### config.mk
export PLATFORM = sky130hd
export DESIGN_NAME = burst_addr_seq
export DESIGN_NICKNAME = d
export VERILOG_FILES = /design/src/rtl/burst_seq_pkg.sv /design/src/rtl/burst_beat_ctr.sv /design/src/rtl/burst_base_reg.sv /design/src/rtl/burst_addr_seq.sv
export SDC_FILE = /design/constraint.sdc
export NUM_CORES = 1
export LEC_CHECK = 0
export ABC_AREA = 1
export BUFFER_PORTS_ARGS = -buffer_cell sky130_fd_sc_hd__buf_2
export CELL_PAD_IN_SITES_DETAIL_PLACEMENT = 2
export CELL_PAD_IN_SITES_GLOBAL_PLACEMENT = 2
export CORE_MARGIN = 10
export CORE_UTILIZATION = 27
export CTS_CLUSTER_SIZE = 8
export DETAILED_ROUTE_END_ITERATION = 7
export PLACE_DENSITY_LB_ADDON = 0.1
export REMOVE_ABC_BUFFERS = 1
export SETUP_SLACK_MARGIN = 0.15
export SLEW_MARGIN = 0
export SYNTH_ARGS = -nofsm -noshare
export SYNTH_HDL_FRONTEND = slang
export SYNTH_SLANG_ARGS = --single-unit
### constraint.sdc
create_clock -name clk -period 2.52 [get_ports clk]
set_clock_uncertainty 0.15 [all_clocks]
set_input_delay 0.756 -clock clk [delete_from_list [all_inputs] [get_ports clk]]
set_output_delay 0.756 -clock clk [all_outputs]
set_load 0.02 [all_outputs]
### src/rtl/burst_seq_pkg.sv
package burst_seq_pkg;
  localparam int unsigned LOW_W = 2;
  typedef logic [LOW_W-1:0] low_t;

  typedef enum logic {
    ORD_LINEAR     = 1'b0,
    ORD_INTERLEAVE = 1'b1
  } order_e;

  // Low address bits for a given beat of a burst
  function automatic low_t beat_low(low_t base, low_t beat, order_e ord);
    low_t r;
    if (ord == ORD_INTERLEAVE) r = base ^ beat;
    else                       r = low_t'(base + beat);
    return r;
  endfunction
endpackage

### src/rtl/burst_beat_ctr.sv
module burst_beat_ctr
  import burst_seq_pkg::*;
(
  input  logic clk,
  input  logic rst_n,
  input  logic clear_i,
  input  logic step_i,
  output low_t beat_o,
  output logic last_o
);
  localparam low_t BEAT_MAX = {LOW_W{1'b1}};

  low_t beat_q;

  always_ff @(posedge clk or negedge rst_n) begin
    if (!rst_n)       beat_q <= '0;
    else if (clear_i) beat_q <= '0;
    else if (step_i)  beat_q <= low_t'(beat_q + 1'b1);
  end

  assign beat_o = beat_q;
  assign last_o = (beat_q == BEAT_MAX);
endmodule

### src/rtl/burst_base_reg.sv
module burst_base_reg
  import burst_seq_pkg::*;
#(
  parameter int unsigned ADDR_W = 16
) (
  input  logic              clk,
  input  logic              rst_n,
  input  logic              load_i,
  input  logic [ADDR_W-1:0] addr_i,
  input  logic              mode_i,
  output logic [ADDR_W-1:0] base_o,
  output order_e            ord_o
);
  logic [ADDR_W-1:0] base_q;
  order_e            ord_q;

  always_ff @(posedge clk or negedge rst_n) begin
    if (!rst_n) begin
      base_q <= '0;
      ord_q  <= ORD_LINEAR;
    end else if (load_i) begin
      base_q <= addr_i;
      ord_q  <= order_e'(mode_i);
    end
  end

  assign base_o = base_q;
  assign ord_o  = ord_q;
endmodule

### src/rtl/burst_addr_seq.sv
module burst_addr_seq
  import burst_seq_pkg::*;
#(
  parameter int unsigned ADDR_W = 16
) (
  input  logic              clk,
  input  logic              rst_n,
  input  logic              start_i,
  input  logic              adv_i,
  input  logic              mode_i,
  input  logic [ADDR_W-1:0] addr_i,
  output logic [ADDR_W-1:0] addr_o,
  output logic              last_o
);
  localparam int unsigned UP_W = ADDR_W - LOW_W;

  // Named internal events for the checker
  logic              burst_load;
  logic              beat_step;
  low_t              beat_cnt;
  logic [ADDR_W-1:0] base_addr;
  order_e            burst_ord;
  low_t              low_now;

  assign burst_load = start_i;
  assign beat_step  = adv_i & ~start_i;

  burst_base_reg #(.ADDR_W(ADDR_W)) u_base (
    .clk    (clk),
    .rst_n  (rst_n),
    .load_i (burst_load),
    .addr_i (addr_i),
    .mode_i (mode_i),
    .base_o (base_addr),
    .ord_o  (burst_ord)
  );

  burst_beat_ctr u_ctr (
    .clk     (clk),
    .rst_n   (rst_n),
    .clear_i (burst_load),
    .step_i  (beat_step),
    .beat_o  (beat_cnt),
    .last_o  (last_o)
  );

  assign low_now = beat_low(base_addr[LOW_W-1:0], beat_cnt, burst_ord);

  generate
    if (UP_W > 0) begin : g_upper
      assign addr_o = {base_addr[ADDR_W-1:LOW_W], low_now};
    end else begin : g_low_only
      assign addr_o = low_now;
    end
  endgenerate
endmodule

After elaboration in Yosys (flattened, before gate mapping)
Cells that the tools add are included.
{"block": "classes", "addsub": 2, "n_eq_ne": 1, "mux": 3, "n_bitwise": 3, "n_reduce_logical": 1}
{"operator": "$mux 2", "count": 3}
{"operator": "$add 2x1->2 const B", "count": 1}
{"operator": "$add 2x2->2", "count": 1}
{"operator": "$eq 2x2->1 const B", "count": 1}
{"operator": "$reduce_bool 2->1", "count": 1}
{"operator": "$xor 2x2->2", "count": 1}
{"operator": "$and 1x1->1", "count": 1}
{"operator": "$not 1->1", "count": 1}
{"block": "totals", "regBits": 19, "input_bits": 21, "out_inout_bits": 17, "wordCells": 13}

Depth between registers and ports, before layout
{"block": "depth", "word_depth": 4, "mapped_depth": 6, "depth_no_buf": 6}

Cells and area by module
Synthesis repeated with hierarchy kept, for this count alone.
{"block": "hier_totals", "hier_cells": 101, "area_unflattened_um2": 853.3}
{"module": "burst_base_reg", "n_inst": 1, "cells_each": 72, "area_each_um2": 680.7, "seq_area_each_um2": 425.4}
{"module": "burst_beat_ctr", "n_inst": 1, "cells_each": 12, "area_each_um2": 97.6, "seq_area_each_um2": 50.0}
{"module": "burst_addr_seq", "n_inst": 1, "cells_each": 17, "area_each_um2": 75.1, "seq_area_each_um2": 0.0}

Worst setup path before layout
No wires, ideal clock.
{"block": "synth_path", "path_type": "register to output", "start": "register u_ctr.beat_q[0] (netlist: u_ctr.beat_o[0])", "end": "output port addr_o[1]", "arrival_time_ns": 0.902, "required_time_ns": 1.614, "setup_slack_ns": 0.712, "path_stages_with_launch": 7, "path_buffers": 0, "path_cell_list": "dfrtp_1 -> ha_1 -> inv_1 -> nor2_1 -> nand3_1 -> nand2_1 -> inv_1"}
{"block": "synth_via", "elab_chain_cells": 2}
{"element": "start: declaration", "line": "burst_beat_ctr.sv:13", "text": "low_t beat_q;"}
{"element": "start signal: assignment", "line": "burst_beat_ctr.sv:18", "text": "else if (step_i) beat_q <= low_t'(beat_q + 1'b1);"}
{"element": "$add 2x2->2", "line": "burst_seq_pkg.sv:14", "text": "else r = low_t'(base + beat);"}
{"element": "$mux 2", "line": "burst_seq_pkg.sv:13", "text": "if (ord == ORD_INTERLEAVE) r = base ^ beat;"}
{"element": "end: declaration", "line": "burst_addr_seq.sv:12", "text": "output logic [ADDR_W-1:0] addr_o,"}
No other way between the ends.

Worst setup path in the final report
Ends and elaborated chain as after synthesis.

==> out/metrics.cfg <==
[layout]
diodes=0
syn_to_final_growth_pct=17.5
fillers=384
fin_cells=178
nets=158
drive_above_1_share_pct=32.8

[timing]
period_needed_ns=2.25
slew_viol_final=0
rsz0062_at_grt=no
tns_ns=0
timing_hold_violations_final=0
fmax_ghz=0.445
finalCritPeriodShare_pct=89.2
worst_slew_margin_rel_pct=71.0
setup_viol=0
hold_ws_ns=0.231
max_slew.worst_pin.slew_ns=0.435

[placed_design]
gp_congestion=0.669
place_hpwl_um=1870
port-buffer-count=37
dp_cells=172

[pwr]
powerDensity_nw_per_um2=609
p_sw_share_pct=30.9
ir_drop_mv=0.363
leakage_nw=0.622
finalPower_mw=0.646
p_seq_share_pct=53.7
clkPwrFrac_pct=24.0
switchingPower_mw=0.199
power.internal_mw=0.446
p_comb_share_pct=22.2

[route]
vias=749
drcViolationCount=0
routed.top_layer=met4
route.met2.wl_um=1290
dr_wl_met3_um=208
avgRoutedWirePerCell_um=13.4
ant_nets=0
routed_wirelength_um=2390
via_per_inst=4.21
drt-initial-drc-count=26
drt-pass1-iter-count=4
wl_met1_um=875

[floorplanning]
initial_utilization_pct=28.8
die_h_um=77.8
num_rows=20
die_width_um=77.8
core_area_um2=3130
top_level_ports=38
dieArea_um2=6050

[min_path]
min_path_type=in -> async

[clocking]
cts_sinks=19
clk_pin_slew_ns=0.11
ctsHtreeMaxLevel=1
numCtsBuffers=3
cts_tree=done
max-clock-path-buffers=2
clk_latency_ns=0.30
hold_buffers=0
post_cts_buffers=0
post_cts_resized=0
cts-root-buf=clkbuf_4

[synth]
synth.area.top_cells=dfrtp_1 (53%), nand2_1 (22%), buf_4 (13%)
ys_warn_count=0
synth_most_common_cell=nand2_1
synth_area_um2=902
ys_top_cells_by_count=nand2_1 (53), dfrtp_1 (19), buf_4 (16)
yosysTopAreaCell=dfrtp_1
synth_top_area_share_pct=52.7
ys_ff_latch=19
ys_seq_area_share_pct=52.7
synthFlopType=dfrtp_1
synth_cell_type_count=12
async_flop_share_pct=100
synth_cells=107
synth-edff-count=0
synth_area_per_cell_um2=8.43

[worst_setup_path]
cp_data_required_time_ns=1.61
worstPathArrival_ns=1.34
worst_setup_path_start_kind=flip-flop
worstSetupPathType=reg -> out
critPathCaptureType=primary output
worstRegToRegCells=4
worstPathMaxFanout=3

[grt]
grt_usage_pct=8.25
grt_antenna_before_repair=0
grt_pass1_vias=820
grt_max_degree=20
grt_pass1_wl_um=4010
globalRouteOverflowTotal=0

[run]
drv_cap=0

[status]
outcome=finished, final reports clean

-- final cells by class --
class	instances	area, µm²	area share (%)
flip-flops and latches	19	475	44.9
inverters	6	22.5	2.13
clock buffers	4	26.3	2.48
well taps	44	55.1	5.19
multi-input cells	65	273	25.7
repair buffers	40	208	19.6
-- power groups by stage --
stage	Sequential [mW]	Combinational (mW)	Clock (mW)
5_1_grt	0.353	0.163	0.184
4_1_cts	0.348	0.144	0.167
3_3_place_gp	0.352	0.139	0
6_report	0.347	0.143	0.155
3_5_place_dp	0.354	0.143	0
2_1_floorplan	0.377	0.0493	0
-- layer usage --
layer,GRT usage (%),vias to the layer above
met2,15.0,23
met1,7.93,366
met5,0,-
met3,4.72,2
li1,-,358
met4,1.64,0
-- cells by family (layout without fill, tap and decap cells) --
group                    Yosys count  after routing  synth area share (%)
AO/OA/AOI/OAI                      3              3                  1.66
XOR/XNOR                           1              1                 0.971
adder cells (fa/ha/maj)            2              2                  2.77
buffers and inverters             23             50                  17.1
flip-flops                        19             19                  52.7
AND/OR/NAND/NOR                   59             59                  24.8
-- layout by cell type (no fill, tap or decap), drive strengths merged --
cell type	count
dfrtp	19
buf	40
a21oi	1
nor2	4
ha	2
xnor2	1
nand2	53
clkbuf	4
o21ai	2
inv	6
nand3	2
-- state kept, by name, summed over array words and instances (netlist names) --
name / flops
u_ctr.beat_o: 2
u_base.ord_o: 1
u_base.base_o: 16
-- per-stage QoR --
step / instance area [µm²] / util, % / worst slack (ns)
after global routing: 1060 / 33.9 / 0.140
after global placement: 1020 / 32.6 / 0.636
after floorplan: 771 / - / 0.712
after CTS: 1040 / 33.4 / 0.220
after detailed placement: 1020 / 32.6 / 0.565
final: 1060 / 33.9 / 0.272
-- critical path, cell delays in order (launching register included) --
cell and delay (ns):
dfrtp_1 0.42, ha_1 0.23, nand2_1 0.07, nand3_1 0.08, nand2_1 0.07, inv_1 0.03, buf_2 0.15
-- final timing paths --
kind | startpoint | end | slack, ns
min | rst_n | u_base.base_o[8] | 0.23
min in group clk | u_base.base_o[9] | u_base.base_o[9] | 0.33
min reg2reg | u_base.base_o[9] | u_base.base_o[9] | 0.33
max in group asynchronous | rst_n | u_ctr.beat_o[1] | 1.68
max | u_ctr.beat_o[0] | addr_o[1] | 0.27
max reg2reg | u_ctr.beat_o[0] | u_ctr.beat_o[1] | 1.23
Note: power is estimated with default switching activity, not from simulation.
